$ cat config.mk
export PLATFORM = sky130hd
export DESIGN_NAME = dragon_cache_ctl
export DESIGN_NICKNAME = d
export VERILOG_FILES = /design/src/rtl/dragon_pkg.sv /design/src/rtl/dragon_line_store.sv /design/src/rtl/dragon_snoop_resp.sv /design/src/rtl/dragon_cache_ctl.sv
export SDC_FILE = /design/constraint.sdc
export NUM_CORES = 1
export LEC_CHECK = 0
export BUFFER_PORTS_ARGS = -buffer_cell sky130_fd_sc_hd__clkbuf_2
export CORE_MARGIN = 3
export CORE_UTILIZATION = 40
export CTS_BUF_LIST = sky130_fd_sc_hd__clkbuf_16
export DETAILED_ROUTE_END_ITERATION = 16
export PLACE_DENSITY = 0.65
export SYNTH_ARGS = -nofsm -noshare
export SYNTH_HDL_FRONTEND = slang
export SYNTH_SLANG_ARGS = --single-unit
$ cat constraint.sdc
create_clock -name clk -period 2.8 [get_ports clk]
set_input_delay 0.56 -clock clk [delete_from_list [all_inputs] [get_ports clk]]
set_output_delay 0.56 -clock clk [all_outputs]
set_load 0.02 [all_outputs]
$ cat src/rtl/dragon_pkg.sv
package dragon_pkg;

  typedef enum logic [1:0] {
    LS_EXCL    = 2'd0,
    LS_SHCLEAN = 2'd1,
    LS_SHMOD   = 2'd2,
    LS_DIRTY   = 2'd3
  } line_st_t;

  typedef enum logic [1:0] {
    BC_NONE   = 2'd0,
    BC_READ   = 2'd1,
    BC_UPDATE = 2'd2,
    BC_FLUSH  = 2'd3
  } bus_cmd_t;

  // State after a bus read fill, chosen by the sharing vote.
  function automatic line_st_t st_after_fill(input logic shared);
    return shared ? LS_SHCLEAN : LS_EXCL;
  endfunction

  // State after this cache's own update broadcast.
  function automatic line_st_t st_after_update(input logic shared);
    return shared ? LS_SHMOD : LS_DIRTY;
  endfunction

  // The line holds data newer than memory.
  function automatic logic is_owner(input line_st_t st);
    return (st == LS_DIRTY) || (st == LS_SHMOD);
  endfunction

  // Transition of a held line when a peer transaction hits it.
  function automatic line_st_t st_after_snoop(input line_st_t st, input bus_cmd_t cmd);
    case (cmd)
      BC_UPDATE: return LS_SHCLEAN;
      BC_READ:   return is_owner(st) ? LS_SHMOD : LS_SHCLEAN;
      default:   return st;
    endcase
  endfunction

endpackage

$ cat src/rtl/dragon_line_store.sv
module dragon_line_store
  import dragon_pkg::*;
#(
  parameter int TAG_W  = 4,
  parameter int IDX_W  = 2,
  parameter int LINE_W = 16
) (
  input  logic              clk,
  input  logic              rst_n,
  // processor-side read port
  input  logic [IDX_W-1:0]  pa_idx,
  output logic              pa_present,
  output logic [TAG_W-1:0]  pa_tag,
  output line_st_t          pa_state,
  output logic [LINE_W-1:0] pa_line,
  // snoop-side read port
  input  logic [IDX_W-1:0]  sb_idx,
  output logic              sb_present,
  output logic [TAG_W-1:0]  sb_tag,
  output line_st_t          sb_state,
  output logic [LINE_W-1:0] sb_line,
  // processor-side write
  input  logic              pw_en,
  input  logic [IDX_W-1:0]  pw_idx,
  input  logic              pw_present,
  input  logic [TAG_W-1:0]  pw_tag,
  input  line_st_t          pw_state,
  input  logic [LINE_W-1:0] pw_line,
  // snoop-side write
  input  logic              sw_en,
  input  logic [IDX_W-1:0]  sw_idx,
  input  line_st_t          sw_state,
  input  logic [LINE_W-1:0] sw_line
);
  localparam int LINES = 1 << IDX_W;

  logic [LINES-1:0]  present_v;
  logic [TAG_W-1:0]  tag_v   [LINES];
  line_st_t          state_v [LINES];
  logic [LINE_W-1:0] data_v  [LINES];

  for (genvar g = 0; g < LINES; g++) begin : g_line
    logic              present_q;
    logic [TAG_W-1:0]  tag_q;
    line_st_t          state_q;
    logic [LINE_W-1:0] data_q;

    always_ff @(posedge clk or negedge rst_n) begin
      if (!rst_n) begin
        present_q <= 1'b0;
        tag_q     <= '0;
        state_q   <= LS_EXCL;
        data_q    <= '0;
      end else if (pw_en && pw_idx == IDX_W'(g)) begin
        present_q <= pw_present;
        tag_q     <= pw_tag;
        state_q   <= pw_state;
        data_q    <= pw_line;
      end else if (sw_en && sw_idx == IDX_W'(g)) begin
        state_q   <= sw_state;
        data_q    <= sw_line;
      end
    end

    assign present_v[g] = present_q;
    assign tag_v[g]     = tag_q;
    assign state_v[g]   = state_q;
    assign data_v[g]    = data_q;
  end

  assign pa_present = present_v[pa_idx];
  assign pa_tag     = tag_v[pa_idx];
  assign pa_state   = state_v[pa_idx];
  assign pa_line    = data_v[pa_idx];

  assign sb_present = present_v[sb_idx];
  assign sb_tag     = tag_v[sb_idx];
  assign sb_state   = state_v[sb_idx];
  assign sb_line    = data_v[sb_idx];
endmodule

$ cat src/rtl/dragon_snoop_resp.sv
module dragon_snoop_resp
  import dragon_pkg::*;
#(
  parameter int TAG_W  = 4,
  parameter int OFF_W  = 1,
  parameter int DATA_W = 8,
  localparam int LINE_W = DATA_W << OFF_W
) (
  input  logic              snp_valid,
  input  bus_cmd_t          snp_cmd,
  input  logic [TAG_W-1:0]  snp_tag,
  input  logic [OFF_W-1:0]  snp_off,
  input  logic [DATA_W-1:0] snp_word,
  input  logic              ln_present,
  input  logic [TAG_W-1:0]  ln_tag,
  input  line_st_t          ln_state,
  input  logic [LINE_W-1:0] ln_data,
  output logic              shared_out,
  output logic              flush,
  output logic              upd_en,
  output line_st_t          upd_state,
  output logic [LINE_W-1:0] upd_data
);
  function automatic logic [LINE_W-1:0] put_word(input logic [LINE_W-1:0] ln,
                                                 input logic [OFF_W-1:0] o,
                                                 input logic [DATA_W-1:0] w);
    logic [LINE_W-1:0] r;
    r = ln;
    r[o*DATA_W +: DATA_W] = w;
    return r;
  endfunction

  logic relevant, hit;

  always_comb begin
    relevant   = snp_valid && (snp_cmd == BC_READ || snp_cmd == BC_UPDATE);
    hit        = relevant && ln_present && (ln_tag == snp_tag);
    shared_out = hit;
    flush      = hit && (snp_cmd == BC_READ) && is_owner(ln_state);
    upd_en     = hit;
    upd_state  = st_after_snoop(ln_state, snp_cmd);
    upd_data   = (snp_cmd == BC_UPDATE) ? put_word(ln_data, snp_off, snp_word) : ln_data;
  end
endmodule

$ cat src/rtl/dragon_cache_ctl.sv
module dragon_cache_ctl
  import dragon_pkg::*;
#(
  parameter int TAG_W  = 4,
  parameter int IDX_W  = 2,
  parameter int OFF_W  = 1,
  parameter int DATA_W = 8,
  localparam int ADDR_W = TAG_W + IDX_W + OFF_W,
  localparam int LINE_W = DATA_W << OFF_W
) (
  input  logic              clk,
  input  logic              rst_n,
  input  logic              cpu_req,
  input  logic              cpu_we,
  input  logic [ADDR_W-1:0] cpu_addr,
  input  logic [DATA_W-1:0] cpu_wdata,
  output logic              cpu_done,
  output logic [DATA_W-1:0] cpu_rdata,
  output logic              bus_req,
  output logic [1:0]        bus_cmd,
  output logic [ADDR_W-1:0] bus_addr,
  output logic [DATA_W-1:0] bus_word,
  output logic [LINE_W-1:0] bus_line,
  input  logic              bus_gnt,
  input  logic              bus_shared_in,
  input  logic [LINE_W-1:0] bus_fill,
  input  logic              snp_valid,
  input  logic [1:0]        snp_cmd,
  input  logic [ADDR_W-1:0] snp_addr,
  input  logic [DATA_W-1:0] snp_word,
  output logic              snp_shared_out,
  output logic              snp_flush,
  output logic [LINE_W-1:0] snp_line
);
  typedef enum logic [1:0] {CS_IDLE, CS_WBACK, CS_FETCH, CS_UPD} ctl_t;

  function automatic logic [DATA_W-1:0] get_word(input logic [LINE_W-1:0] ln,
                                                 input logic [OFF_W-1:0] o);
    return ln[o*DATA_W +: DATA_W];
  endfunction

  function automatic logic [LINE_W-1:0] put_word(input logic [LINE_W-1:0] ln,
                                                 input logic [OFF_W-1:0] o,
                                                 input logic [DATA_W-1:0] w);
    logic [LINE_W-1:0] r;
    r = ln;
    r[o*DATA_W +: DATA_W] = w;
    return r;
  endfunction

  // address fields
  logic [TAG_W-1:0] c_tag, s_tag;
  logic [IDX_W-1:0] c_idx, s_idx;
  logic [OFF_W-1:0] c_off, s_off;
  assign c_tag = cpu_addr[ADDR_W-1 -: TAG_W];
  assign c_idx = cpu_addr[OFF_W +: IDX_W];
  assign c_off = cpu_addr[OFF_W-1:0];
  assign s_tag = snp_addr[ADDR_W-1 -: TAG_W];
  assign s_idx = snp_addr[OFF_W +: IDX_W];
  assign s_off = snp_addr[OFF_W-1:0];

  ctl_t              ctl_q, ctl_d;
  logic              done_d;
  logic [DATA_W-1:0] rdata_d;

  logic              c_present, s_present;
  logic [TAG_W-1:0]  c_tag_q, s_tag_q;
  line_st_t          c_state, s_state;
  logic [LINE_W-1:0] c_line, s_line;

  logic              pw_en, pw_present;
  logic [TAG_W-1:0]  pw_tag;
  line_st_t          pw_state;
  logic [LINE_W-1:0] pw_line;
  logic              sw_en;
  line_st_t          sw_state;
  logic [LINE_W-1:0] sw_line;

  dragon_line_store #(.TAG_W(TAG_W), .IDX_W(IDX_W), .LINE_W(LINE_W)) u_store (
    .clk(clk), .rst_n(rst_n),
    .pa_idx(c_idx), .pa_present(c_present), .pa_tag(c_tag_q), .pa_state(c_state), .pa_line(c_line),
    .sb_idx(s_idx), .sb_present(s_present), .sb_tag(s_tag_q), .sb_state(s_state), .sb_line(s_line),
    .pw_en(pw_en), .pw_idx(c_idx), .pw_present(pw_present), .pw_tag(pw_tag),
    .pw_state(pw_state), .pw_line(pw_line),
    .sw_en(sw_en), .sw_idx(s_idx), .sw_state(sw_state), .sw_line(sw_line)
  );

  dragon_snoop_resp #(.TAG_W(TAG_W), .OFF_W(OFF_W), .DATA_W(DATA_W)) u_snoop (
    .snp_valid(snp_valid), .snp_cmd(bus_cmd_t'(snp_cmd)), .snp_tag(s_tag), .snp_off(s_off),
    .snp_word(snp_word), .ln_present(s_present), .ln_tag(s_tag_q), .ln_state(s_state),
    .ln_data(s_line), .shared_out(snp_shared_out), .flush(snp_flush), .upd_en(sw_en),
    .upd_state(sw_state), .upd_data(sw_line)
  );
  assign snp_line = s_line;

  // named processor-side events
  logic accept, c_hit, ev_rd_hit, ev_wr_local, ev_wr_bcast, ev_miss_owner, ev_miss_clean;
  assign accept        = (ctl_q == CS_IDLE) && cpu_req && !snp_valid && !cpu_done;
  assign c_hit         = c_present && (c_tag_q == c_tag);
  assign ev_rd_hit     = accept && c_hit && !cpu_we;
  assign ev_wr_local   = accept && c_hit && cpu_we && (c_state == LS_EXCL || c_state == LS_DIRTY);
  assign ev_wr_bcast   = accept && c_hit && cpu_we && (c_state == LS_SHCLEAN || c_state == LS_SHMOD);
  assign ev_miss_owner = accept && !c_hit && c_present && is_owner(c_state);
  assign ev_miss_clean = accept && !c_hit && !(c_present && is_owner(c_state));

  // bus outputs follow the controller state
  always_comb begin
    bus_req  = (ctl_q != CS_IDLE);
    bus_word = cpu_wdata;
    bus_line = c_line;
    case (ctl_q)
      CS_WBACK: begin bus_cmd = BC_FLUSH;  bus_addr = {c_tag_q, c_idx, {OFF_W{1'b0}}}; end
      CS_FETCH: begin bus_cmd = BC_READ;   bus_addr = {c_tag,   c_idx, {OFF_W{1'b0}}}; end
      CS_UPD:   begin bus_cmd = BC_UPDATE; bus_addr = cpu_addr; end
      default:  begin bus_cmd = BC_NONE;   bus_addr = '0; end
    endcase
  end

  always_comb begin
    ctl_d      = ctl_q;
    done_d     = 1'b0;
    rdata_d    = cpu_rdata;
    pw_en      = 1'b0;
    pw_present = 1'b1;
    pw_tag     = c_tag;
    pw_state   = c_state;
    pw_line    = c_line;
    case (ctl_q)
      CS_IDLE: begin
        if (ev_rd_hit) begin
          done_d  = 1'b1;
          rdata_d = get_word(c_line, c_off);
        end else if (ev_wr_local) begin
          pw_en    = 1'b1;
          pw_state = LS_DIRTY;
          pw_line  = put_word(c_line, c_off, cpu_wdata);
          done_d   = 1'b1;
        end else if (ev_wr_bcast) begin
          ctl_d = CS_UPD;
        end else if (ev_miss_owner) begin
          ctl_d = CS_WBACK;
        end else if (ev_miss_clean) begin
          ctl_d = CS_FETCH;
        end
      end
      CS_WBACK: if (bus_gnt) begin
        pw_en      = 1'b1;
        pw_present = 1'b0;
        pw_tag     = c_tag_q;
        ctl_d      = CS_FETCH;
      end
      CS_FETCH: if (bus_gnt) begin
        pw_en   = 1'b1;
        pw_line = bus_fill;
        if (!cpu_we) begin
          pw_state = st_after_fill(bus_shared_in);
          done_d   = 1'b1;
          rdata_d  = get_word(bus_fill, c_off);
          ctl_d    = CS_IDLE;
        end else if (bus_shared_in) begin
          pw_state = LS_SHCLEAN;
          ctl_d    = CS_UPD;
        end else begin
          pw_state = LS_DIRTY;
          pw_line  = put_word(bus_fill, c_off, cpu_wdata);
          done_d   = 1'b1;
          ctl_d    = CS_IDLE;
        end
      end
      CS_UPD: if (bus_gnt) begin
        pw_en    = 1'b1;
        pw_state = st_after_update(bus_shared_in);
        pw_line  = put_word(c_line, c_off, cpu_wdata);
        done_d   = 1'b1;
        ctl_d    = CS_IDLE;
      end
      default: ctl_d = CS_IDLE;
    endcase
  end

  always_ff @(posedge clk or negedge rst_n) begin
    if (!rst_n) begin
      ctl_q     <= CS_IDLE;
      cpu_done  <= 1'b0;
      cpu_rdata <= '0;
    end else begin
      ctl_q     <= ctl_d;
      cpu_done  <= done_d;
      cpu_rdata <= rdata_d;
    end
  end
endmodule

==> flow_results.org, run 1 <==
** Run status
- Result of the run :: complete, no violations

** Global route
- Entering global routing, the biggest net connects 63 pins.
- The first global-routing pass estimated 36.8 mm of wire.
- The number of antenna violations at the first check in global routing was 0.
- Vias in the first global route :: 6,292
- Overall track demand over capacity in global routing :: 0.233
- After global routing the overflow that remains totals 0.

** Die
- In this run the vertical extent of the chip is 144 um.
- Core ar. :: 18,300 um^2
- Die outline width :: 144 um
- Top-level port count :: between 100 and 150
- Row generation in the floorplan step produced 49 rows.
- Full die area :: just over 20,000 um^2
- Initial core utilization :: 0.415

** Synthesis
- In this run, synthesis produced a sequential element count of 103.
- The synthesized netlist contains 47 unique library cells.
- Sequential share of the synthesized area :: 0.340
- Area leader, netlist :: dfrtp_1
- The most used flip-flop cell after synthesis is dfrtp_1.
- Most instantiated library cell after synthesis :: mux2i_1
- Post-synth top area share :: 0.340
- By count the netlist is led by 144 x mux2i_1, 103 x dfrtp_1, 54 x mux4_2, 35 x nand2_1, 31 x mux2_1.
- After synthesis, the share of flip-flops with an asynchronous set or reset is 1.00.
- Average cell area after synthesis :: around 12 um^2
- Cells taking the most area after synthesis :: dfrtp_1 34%, mux2i_1 19%, mux4_2 16%
- Cell area after synthesis :: 7590 um^2
- Synthesis produced around 620 cells.
- Counting flops with a built-in enable in the synthesized netlist gives 0.
- Synthesis produced a netlist with a net count of 685.
- Yosys synthesis warning count :: 0

** Placement
- Routability Congestion :: 0.883
- Cell area after placement :: between 9000 and 10,000 um^2
- HPWL after detailed placement :: 17.3 mm
- In this run the tool buffered the top-level ports with 115 buffer cells.
- Setup slack after placement :: -0.436 ns
- Total placed cells including tap cells :: 985

** Clocking
- Clock input transition at the sequential cells of the worst setup and hold paths :: approximately 0.07 ns
- Hold repair after CTS inserted 0 buffers.
- CTS tree :: built
- Cts bufs inserted :: 9
- CTS H-tree lvls :: 3
- Root cell of the clock tree :: clkbuf_16
- Total clock sinks :: 103
- For the worst-skew pair, the clock arrives at the later sink with an insertion delay of 0.36 ns.
- No sink is reached through more buffers than the 2 on the longest clock path.

** STA
- The final hold violation count came to 0.
- Highest clock frequency the design can meet :: 369 MHz
- Count of endpoints failing setup in the final report :: 0
- Measured against its own limit, the worst slew margin works out to 0.332.
- On the final layout, the worst clock skew is 0.0142 ns.
- Slew at the pin closest to its max-slew limit :: approximately 1 ns
- Setup WS post-layout :: roughly 0.09 ns
- The final max-slew violation count came to 0.
- Shortest clock period the worst path allows after layout :: ~2.7 ns
- Final worst path period share :: 0.969

** Layout
- Final cell count without fillers :: around 1,000
- After the last flow step, the layout net total stands at 832.
- Fin util :: 0.518
- The layout has between 1,500 and 2,000 filler cells.
- Total inserted antenna cells :: 0
- Final design area excluding fillers :: 9460 um^2
- Share of layout cells above drive strength 1 :: 0.408
- From synthesis to final layout, the design area changed by 24.6%.

** Critical path
- Biggest fanout along the worst timing path :: 5
- At the worst endpoint, the arrival time is 2.15 ns.
- The worst setup path is launched from a register.
- Worst setup EP type :: output port
- FF-to-FF Start :: u_store.g_line[2].tag_q[0]$_DFFE_PN0P_
- Required time worst endpoint :: 2.24 ns
- The critical path is of the register to output port type.
- Counting cells, the worst reg-to-reg path comes to 7.
- Across all register-to-register paths, the minimum setup slack is roughly 0.23 ns.
- Endpoint of the most critical register-to-register path :: u_store.g_line[3].tag_q[1]$_DFFE_PN0P_

** Routing
- Drt first pass iters :: 5
- After detailed routing, the average wire length per cell comes to 23.5 um.
- Summed over all layers, the routed wires come to 23.6 mm.
- Routed vias/inst :: 6.06
- Across all layers, the routed design uses 6,078 vias.
- # DRC :: 0
- The first routing iteration left 463 violations.
- Antenna viol nets, final :: 0

** Power and ir drop
- Summed over all cells, the static leakage comes to 4.39 nW.
- Maximum vdd drop :: approximately 0.35 mV
- Power density normalized to cell area :: 974 nW/um^2

** Min path
- The worst hold path belongs to the class input port to async pin.

** Flow run
- Across the run, the number of max-cap violations was 0.
[registers in the layout (all words and copies together) (netlist names)]
name	cells
cpu_done	1
cpu_rdata	8
ctl_q	2
u_store.g_line.data_q	64
u_store.g_line.present_q	4
u_store.g_line.state_q	8
u_store.g_line.tag_q	16
[report_power, final]
| group | switching, W | internal [W] | total [W] |
|---|---|---|---|
| logic | 0.00287 | 0.00239 | 0.00527 |
| registers | 0.000470 | 0.00208 | 0.00255 |
| clock network | 0.000606 | 0.000787 | 0.00139 |
[worst max path at each step]
stage	to	start	cells past startpoint
after detailed placement	u_store.g_line[3].data_q[1]$_DFFE_PN0P_	cpu_addr[1]	7
after CTS	snp_flush	snp_addr[1]	8
after floorplan	u_store.g_line[3].tag_q[2]$_DFFE_PN0P_	cpu_addr[1]	10
after global placement	u_store.g_line[3].data_q[1]$_DFFE_PN0P_	cpu_addr[1]	7
final	snp_flush	u_store.g_line[3].tag_q[2]$_DFFE_PN0P_	7
after global routing	snp_flush	u_store.g_line[3].tag_q[3]$_DFFE_PN0P_	7
[cells by family (layout without fill, tap and decap cells)]
| group | after synthesis | count (layout) | synth area share |
|---|---|---|---|
| muxes | 248 | 248 | 0.425 |
| AOI/OAI and AO/OA | 75 | 75 | 0.0901 |
| xor gates and xnor gates | 12 | 12 | 0.0178 |
| DFF | 103 | 103 | 0.340 |
| buffers and inverters | 81 | 233 | 0.0498 |
| and+or+nand+nor | 95 | 95 | 0.0648 |
| adders and majority gates | 8 | 8 | 0.0132 |
[layer usage]
metal  share of wire  GRT usage  up-vias
met5               0          0        -
met4           0.013     0.0684        0
met3           0.072     0.0453       19
met2            0.48      0.372      262
met1            0.44      0.324     3129
li1                -          -     2668
[placed cells by master (no fill, tap or decap), types with 11 or more instances in the layout]
cell type,Yosys,layout
mux4_2,54,54
mux2_2,19,19
mux2_1,31,26
nand2_1,35,34
inv_1,28,29
o21ai_0,18,18
dfrtp_1,103,103
nor2_1,21,20
mux2i_1,144,144
clkbuf_2,0,111
and2_1,11,11
a221oi_4,0,16
buf_12,0,11
buf_4,13,66
[worst max-delay path, cell delays in order, from the launching register on]
cell and delay (ns):
dfrtp_1 0.40, mux4_2 0.50, xnor2_2 0.17, nand4_1 0.13, buf_4 0.18, nor2_4 0.09, and3_2 0.19, buf_4 0.14
[repair_timing]
| action | 4_1_cts | 5_1_grt |
|---|---|---|
| resized for setup | 4 | 9 |
| setup endpoints to repair | 9 | 43 |
| pin swaps | 0 | 2 |
| buffers inserted | 0 | 2 |
[area by class of cell]
class,instances,area (um^2),share of cell area
Clock buffer,9,225,0.0238
Timing Repair Buffer,189,1280,0.135
Inverter,28,105,0.0111
Clock inverter,7,93.8,0.00992
Tap cell,229,287,0.0303
Sequential cell,103,2580,0.273
Multi-Input combinational cell,438,4890,0.517
[metrics by stage]
| step | setup TNS [ns] | hold slack (ns) | total power (W) |
|---|---|---|---|
| final | 0 | 0.300 | 0.00921 |
| after global placement | -19.86 | 0.473 | 0.00738 |
| after global routing | -0.000894 | 0.372 | 0.00975 |
| after CTS | 0 | 0.340 | 0.00906 |
| after floorplan | -3.18 | 0.264 | 0.00602 |
| after detailed placement | -24.48 | 0.481 | 0.00758 |
No activity file was read; power rests on OpenSTA's default activity.
==> inputs of run 2 (changes only) <==
--- a/config.mk
+++ b/config.mk
@@ -11,6 +11,7 @@
 export CTS_BUF_LIST = sky130_fd_sc_hd__clkbuf_16
 export DETAILED_ROUTE_END_ITERATION = 16
 export PLACE_DENSITY = 0.65
+export SETUP_SLACK_MARGIN = 0.1
 export SYNTH_ARGS = -nofsm -noshare
 export SYNTH_HDL_FRONTEND = slang
 export SYNTH_SLANG_ARGS = --single-unit
==> flow_results.org, run 2 (synthesized netlist as in run 1, its figures left out) <==
** Run status
- Result of the run: complete, no violations (unchanged).

** Clocking
- The number of sinks handled by clock tree synthesis is 103 (unchanged).
- Worst skew pair latency :: 0.36 ns (about the same)
- Post-CTS Hold Buffers :: 0 (unchanged)
- The clock buffer count from CTS is 9 (unchanged).
- The H-tree depth was 3 (unchanged).
- CTS tree :: built (unchanged)
- The buffer levels on the longest clock path is 2 (unchanged).
- The clock edge transition at the registers on the reported setup and hold paths was 0.07 ns (about the same).
- Root cell of the clock tree :: clkbuf_16 (unchanged)

** Critical path
- The cell with the largest stage delay on the worst path was mux4_2 (unchanged).
- The depth of the worst register-to-register path came to 8 (was 7).
- Category of the worst setup path launch point :: register (unchanged)
- The maximum fanout along the worst path was 2 (was 5).
- The timing startpoint of the critical path was u_store.g_line[3].tag_q[3]$_DFFE_PN0P_ (was u_store.g_line[3].tag_q[2]$_DFFE_PN0P_).
- Critical path, cell by cell :: mux4_2 -> xnor2_2 -> nand4_1 -> buf_6 -> nor2_4 -> and3_4 -> buf_8 (was mux4_2 -> xnor2_2 -> nand4_1 -> buf_4 -> nor2_4 -> and3_2 -> buf_4)
- The last element of the critical path was snp_flush (unchanged).
- Endpoint of the most critical register-to-register path :: u_store.g_line[3].data_q[2]$_DFFE_PN0P_ (was u_store.g_line[3].tag_q[1]$_DFFE_PN0P_)
- Worst setup EP type :: output port (unchanged)
- The worst setup slack for register-to-register paths came to 0.13 ns (was 0.23 ns).
- Required time worst endpoint :: 2.24 ns (about the same)
- FF-to-FF Start :: u_store.g_line[2].tag_q[3]$_DFFE_PN0P_ (was u_store.g_line[2].tag_q[0]$_DFFE_PN0P_)
- Crit path kind :: register to output port (unchanged)
- The delay of the slowest cell on the worst path is 0.51 ns (was 0.50 ns).
- The data arrival time at the worst-slack endpoint is 2.12 ns (was 2.15 ns).

** Layout
- The number of flip-flops under the largest register name is 64 (unchanged).
- Highest-count cells in the layout ignoring fill and taps :: 144 x mux2i_1, 111 x clkbuf_2, 103 x dfrtp_1, 76 x buf_4, 54 x mux4_2 (was 144 x mux2i_1, 111 x clkbuf_2, 103 x dfrtp_1, 66 x buf_4, 54 x mux4_2)
- Registers with the most flip-flops: u_store.g_line.data_q (64), u_store.g_line.tag_q (16) (unchanged).
- The count of antenna diodes in the layout was 0 (unchanged).
- Largest reg by FF count :: u_store.g_line.data_q (unchanged)
- Most common library cell in the layout ignoring fill and taps :: mux2i_1 (unchanged)
- Share of layout cells above drive strength 1 :: 0.421 (was 0.408)
- Nets@finish :: 844 (was 832)
- The post-route cell area is 9500 um^2 (was 9460 um^2).
- The share of the core filled with cells came to 0.520 (was 0.518).
- Area growth from synthesis to layout :: 25.3% (was 24.6%)
- Final cell count without fillers :: 1,015 (was 1,003)

** Placement
- The number of buffer cells added on primary ports is 115 (unchanged).
- Cell area after placement :: 9040 um^2 (was 9030 um^2)
- The routability-driven placement congestion ratio was 0.902 (was 0.883).
- Setup slack after placement :: -0.466 ns (was -0.436 ns)
- Total placed cells including tap cells :: 994 (was 985)
- The detailed placer's ending HPWL is 17.5 mm (was 17.3 mm).

** Global route
- Global-route wire length before repair :: 36.9 mm (was 36.8 mm)
- The maximum number of pins on one net before global-route repair came to 58 (was 63).
- Antenna violations before repair :: 0 (unchanged)
- GRT Residual Overflow :: 0 (unchanged)
- Overall track demand over capacity in global routing :: 0.233 (about the same)
- The via count of the first global-routing pass came to 6,459 (was 6,292).

** Routing
- # DRC :: 0 (unchanged)
- DR top layer :: met4 (unchanged)
- Detailed-route via count :: 6,133 (was 6,078)
- Met1 layer wirelength in the final routing :: 10.5 mm (was 10.4 mm)
- The wire length on met2 came to 11.3 mm (was 11.2 mm).
- Detailed Route WL :: 23.8 mm (was 23.6 mm)
- The routed wire length on met3 was 1.56 mm (was 1.71 mm).
- The length of the first detailed-routing pass in iterations was 4 (was 5).
- The wire length per cell after detailed routing came to 23.5 um (about the same).
- The count of nets left with antenna violations after detail routing was 0 (unchanged).
- The ratio of routed vias to standard cells came to 6.04 (was 6.06).
- The detailed router's first-iteration violation count is 502 (was 463).

** Power and ir drop
- Maximum vdd drop :: 0.386 mV (was 0.349 mV)
- The power per unit of standard cell area came to 968 nW/um^2 (was 974 nW/um^2).
- Leakage power summed over all cells :: 4.43 nW (was 4.39 nW)

** Die
- The die boundary height is 144 um (unchanged).
- Core ar. :: 18,300 um^2 (unchanged)
- The starting density of the core is 0.415 (unchanged).
- Top-level port count :: 116 (unchanged)
- Full die area :: 20,700 um^2 (unchanged)
- The die width was 144 um (unchanged).
- Number of standard-cell rows in the floorplan :: 49 (unchanged)

** Min path
- The type of the tightest min-delay check is input port to async pin (unchanged).

** STA
- The worst slew margin relative to its limit was 0.291 (was 0.332).
- Final count of hold timing violations :: 0 (unchanged)
- The maximum clock rate is 374 MHz (was 369 MHz).
- Shortest clock period the worst path allows after layout :: 2.68 ns (was 2.71 ns)
- The final setup violation count is 0 (unchanged).
- Setup repair after global routing could not meet its margin everywhere.
- The final clock skew was 0.00718 ns (was 0.0142 ns).
- The total negative slack was 0 ns (unchanged).
- Setup WS post-layout :: 0.124 ns (was 0.0879 ns)
- The slew at the pin closest to its max-slew limit came to 1.06 ns (was 0.996 ns).
- Final worst path period share :: 0.956 (was 0.969)
- Number of max-slew violations in the final report :: 0 (unchanged)

** Flow run
- Max Cap Violations :: 0 (unchanged)
run 2: area by class of cell:
cell class,instances,area (um^2)
Clock buffer,9,225
Inverter,28,105
Timing Repair Buffer,201,1370
Clock inverter,7,56.3
Tap cell,229,287
Fill cell,1602,8770
Multi-Input combinational cell,438,4890
Sequential cell,103,2580
run 2: through the flow:
stage	hold slack, ns	total power (W)
2_1_floorplan	0.264	0.00602
5_1_grt	0.324	0.00974
3_5_place_dp	0.481	0.00765
4_1_cts	0.318	0.00906
6_report	0.267	0.00920
3_3_place_gp	0.473	0.00743
run 2: repair_timing:
item                       in CTS  in global routing
gates cloned                    0                  1
buffers inserted                4                  0
hold endpoints to repair        0                  0
setup endpoints to repair      67                 52
gates resized for setup        13                  9
pin swaps                       4                 10
run 2: worst max-delay path: cells and delay by family, from the launching register on:
kind                   cells  cell delay, ns
flip-flops                 1            0.40
XOR/XNOR                   1            0.17
AND/OR/NAND/NOR            3            0.42
buffers and inverters      2            0.26
multiplexers               1            0.51
run 2: worst min path at each step:
stage	end	slack, ns	cells past startpoint
final	ctl_q[1]$_DFFE_PN0P_	0.27	1
after global routing	ctl_q[0]$_DFFE_PN0P_	0.32	1
after CTS	cpu_rdata[1]$_DFFE_PN0P_	0.32	1
after detailed placement	cpu_rdata[4]$_DFFE_PN0P_	0.48	1
after global placement	cpu_rdata[4]$_DFFE_PN0P_	0.47	1
after floorplan	cpu_done$_DFF_PN0_	0.26	0
run 2: routing by layer:
| layer | global-route usage | vias up |
|---|---|---|
| met4 | 0.0723 | 0 |
| met5 | 0 | - |
| met2 | 0.376 | 257 |
| li1 | - | 2689 |
| met1 | 0.327 | 3155 |
| met3 | 0.0326 | 32 |
run 2: power by group:
part           internal [W]  switching [W]  total [W]  leakage (nW)
Combinational       0.00249        0.00292    0.00541          2.99
Sequential          0.00208       0.000476    0.00256          1.30
Clock              0.000617       0.000618    0.00123         0.136
==> inputs of run 3 (changes only) <==
--- a/config.mk
+++ b/config.mk
@@ -11,6 +11,7 @@
 export CTS_BUF_LIST = sky130_fd_sc_hd__clkbuf_16
 export DETAILED_ROUTE_END_ITERATION = 16
 export PLACE_DENSITY = 0.65
+export RECOVER_POWER = 50
 export SETUP_SLACK_MARGIN = 0.1
 export SYNTH_ARGS = -nofsm -noshare
 export SYNTH_HDL_FRONTEND = slang
==> flow_results.org, run 3 (synthesized netlist as in run 1, its figures left out) <==
** Layout
- The post-layout net count came to 844 (unchanged).
- The final instance count without filler cells is 1,015 (unchanged).
- Highest-count cells in the layout ignoring fill and taps: 144 x mux2i_1, 103 x dfrtp_1, 89 x clkbuf_2, 73 x buf_4, 54 x mux4_2 (was 144 x mux2i_1, 111 x clkbuf_2, 103 x dfrtp_1, 76 x buf_4, 54 x mux4_2).
- Share of layout cells above drive strength 1 :: 0.388 (was 0.421)
- The register with the most flip-flops is u_store.g_line.data_q (unchanged).
- Area growth from synthesis to layout :: 24.5% (was 25.3%)
- Most common library cell in the layout ignoring fill and taps :: mux2i_1 (unchanged)
- Registers with the most flip-flops: u_store.g_line.data_q (64), u_store.g_line.tag_q (16) (unchanged).
- The count of antenna diodes in the layout is 0 (unchanged).
- The number of flip-flops under the largest register name came to 64 (unchanged).

** STA
- Highest clock frequency the design can meet :: 368 MHz (was 374 MHz)
- Slew at the pin closest to its max-slew limit :: 1.51 ns (was 1.06 ns)
- Worst relative slew slack :: -0.00904 (was 0.291)
- Shortest clock period the worst path allows after layout :: 2.72 ns (was 2.68 ns)
- Unrepaired setup endpoints after global routing: true (unchanged).
- Final count of hold timing violations :: 0 (unchanged)
- Final worst path period share :: 0.972 (was 0.956)
- The final setup slack of the worst path came to 0.0790 ns (was 0.124 ns).
- Number of max-slew violations in the final report :: 58 (was 0)
- Max Clock Skew :: 0.00641 ns (was 0.00718 ns)
- The final setup violation count came to 0 (unchanged).

** Routing
- The ratio of routed vias to standard cells was 6.04 (about the same).
- The overall routed net length is 23.9 mm (was 23.8 mm).
- The detailed router's first-iteration violation count was 532 (was 502).
- Drt first pass iters :: 5 (was 4)
- Antenna viol nets, final :: 0 (unchanged)
- Routed WL per cell :: 23.5 um (about the same)
- # DRC :: 0 (unchanged)
- The total number of vias is 6,130 (was 6,133).

** Clocking
- Clock buffer depth :: 2 (unchanged)
- The number of sinks handled by clock tree synthesis is 103 (unchanged).
- Cts bufs inserted :: 9 (unchanged)
- Root cell of the clock tree :: clkbuf_16 (unchanged)
- Worst skew pair latency :: 0.36 ns (about the same)
- The H-tree depth came to 3 (unchanged).
- The post-cts hold buffer count came to 0 (unchanged).
- The clock edge transition at the registers on the reported setup and hold paths was 0.07 ns (about the same).
- CTS tree :: built (unchanged)

** Die
- Initial core utilization :: 0.415 (unchanged)
- Die outline width :: 144 um (unchanged)
- The total core area was 18,300 um^2 (unchanged).
- The die area was 20,700 um^2 (unchanged).
- The number of I/O pins came to 116 (unchanged).
- Vertical extent of the die :: 144 um (unchanged)
- Number of standard-cell rows in the floorplan :: 49 (unchanged)

** Critical path
- The data required time at the worst endpoint was 2.24 ns (about the same).
- The depth of the worst register-to-register path came to 8 (unchanged).
- Setup crit end :: bus_line[2] (was snp_flush)
- The maximum fanout along the worst path was 13 (was 2).
- The timing startpoint of the critical path is cpu_addr[1] (was u_store.g_line[3].tag_q[3]$_DFFE_PN0P_).
- The cell with the largest stage delay on the worst path is mux4_2 (unchanged).
- Endpoint of the most critical register-to-register path :: u_store.g_line[3].data_q[2]$_DFFE_PN0P_ (unchanged)
- The launch point of the worst reg-to-reg path was u_store.g_line[2].tag_q[3]$_DFFE_PN0P_ (unchanged).
- In this design, the critical path's most frequently occurring cell is buf_4.
- Category of the worst setup path launch point :: input port (was register)
- Crit path kind :: input port to output port (was register to output port)
- The delay of the slowest cell on the worst path is 0.68 ns (was 0.51 ns).
- The worst setup slack for register-to-register paths was 0.14 ns (was 0.13 ns).
- Critical path, cell by cell: buf_4 -> clkbuf_4 -> mux4_2 -> buf_4 -> clkbuf_2 (was mux4_2 -> xnor2_2 -> nand4_1 -> buf_6 -> nor2_4 -> and3_4 -> buf_8).
- The data arrival time at the worst-slack endpoint was 2.16 ns (was 2.12 ns).
- The category of the worst setup path capture point was an output port (unchanged).

** Run status
- The final reports fail on capacitance limit, slew limit.
- Result of the run: complete, but fails checks (was complete, no violations).

** Placement
- The routability-driven placement congestion ratio came to 0.902 (unchanged).
- PortBufs :: 115 (unchanged)
- The minimum setup slack after placement was -0.466 ns (unchanged).
- HPWL after detailed placement :: 17.5 mm (unchanged)
- Total placed cells including tap cells :: 994 (unchanged)

** Power and ir drop
- The maximum vdd drop came to 0.387 mV (was 0.386 mV).
- Leakage power summed over all cells :: 4.34 nW (was 4.43 nW)
- The power per unit of standard cell area was 970 nW/um^2 (was 968 nW/um^2).

** Global route
- Global-route wire length before repair :: 36.9 mm (unchanged)
- The number of antenna violations at the first check in global routing came to 0 (unchanged).
- The total routing resource utilization after global routing is 0.233 (unchanged).
- Vias in the first global route :: 6,459 (unchanged)
- The maximum number of pins on one net before global-route repair came to 58 (unchanged).
- The total overflow reported by the global router came to 0 (unchanged).

** Flow run
- Max Cap Violations :: 1 (was 0)

** Min path
- Along the worst hold path, the cell count comes to 1.
- Worst hold-check path type :: register to register (was input port to async pin)
run 3: cell types whose count changed in the layout (fill, tap and decap cells not counted):
cell,previous run,this run
clkbuf_2,111,89
buf_6,4,3
buf_4,76,73
buf_12,7,6
clkbuf_4,0,1
clkbuf_1,0,26
run 3: metal layers:
layer | wire length (um) | global-route usage
met1 | 10600 | 0.327
met3 | 1520 | 0.0326
met5 | 0 | 0
met4 | 438 | 0.0723
met2 | 11300 | 0.376
run 3: per-stage QoR:
stage                     instance area [um^2]  total power, W  hold WS (ns)  setup TNS [ns]  utilization
after floorplan                           7850         0.00602         0.264           -3.28            -
after global placement                    9040         0.00743         0.473          -22.19        0.495
after detailed placement                  9040         0.00765         0.481          -27.31        0.495
after CTS                                 9450         0.00906         0.318               0        0.517
after global routing                      9440         0.00970         0.522               0        0.517
final                                     9440         0.00916         0.491               0        0.517
run 3: layout make-up:
class	count	area (um^2)
Multi-Input combinational cell	438	4890
Fill cell	1618	8830
Sequential cell	103	2580
Inverter	28	105
Tap cell	229	287
Timing Repair Buffer	201	1310
Clock buffer	9	225
Clock inverter	7	56.3
run 3: worst max-delay path: cells and delay by family:
| kind | cells | cell delay, ns |
|---|---|---|
| buffers and inverters | 4 | 0.91 |
| multiplexers | 1 | 0.68 |
run 3: how the worst min path moves through the flow:
stage / endpoint / slack, ns / from
finish: cpu_rdata[0]$_DFFE_PN0P_ / 0.49 / cpu_rdata[0]$_DFFE_PN0P_
global route: cpu_rdata[0]$_DFFE_PN0P_ / 0.52 / cpu_rdata[0]$_DFFE_PN0P_
CTS: cpu_rdata[1]$_DFFE_PN0P_ / 0.32 / rst_n
detailed placement: cpu_rdata[4]$_DFFE_PN0P_ / 0.48 / cpu_rdata[4]$_DFFE_PN0P_
global placement: cpu_rdata[4]$_DFFE_PN0P_ / 0.47 / cpu_rdata[4]$_DFFE_PN0P_
floorplan: cpu_done$_DFF_PN0_ / 0.26 / rst_n
run 3: power by group:
part / internal (W) / leakage (nW) / switching (W)
Combinational: 0.00246 / 2.90 / 0.00292
Sequential: 0.00208 / 1.30 / 0.000472
Clock: 0.000617 / 0.136 / 0.000616
Total: 0.00515 / 4.34 / 0.00401
run 3: what timing repair did:
action	CTS	global route
gates cloned	0	1
setup endpoints to repair	67	52
setup buffers	4	0
resized for setup	13	9
pin swaps	4	10
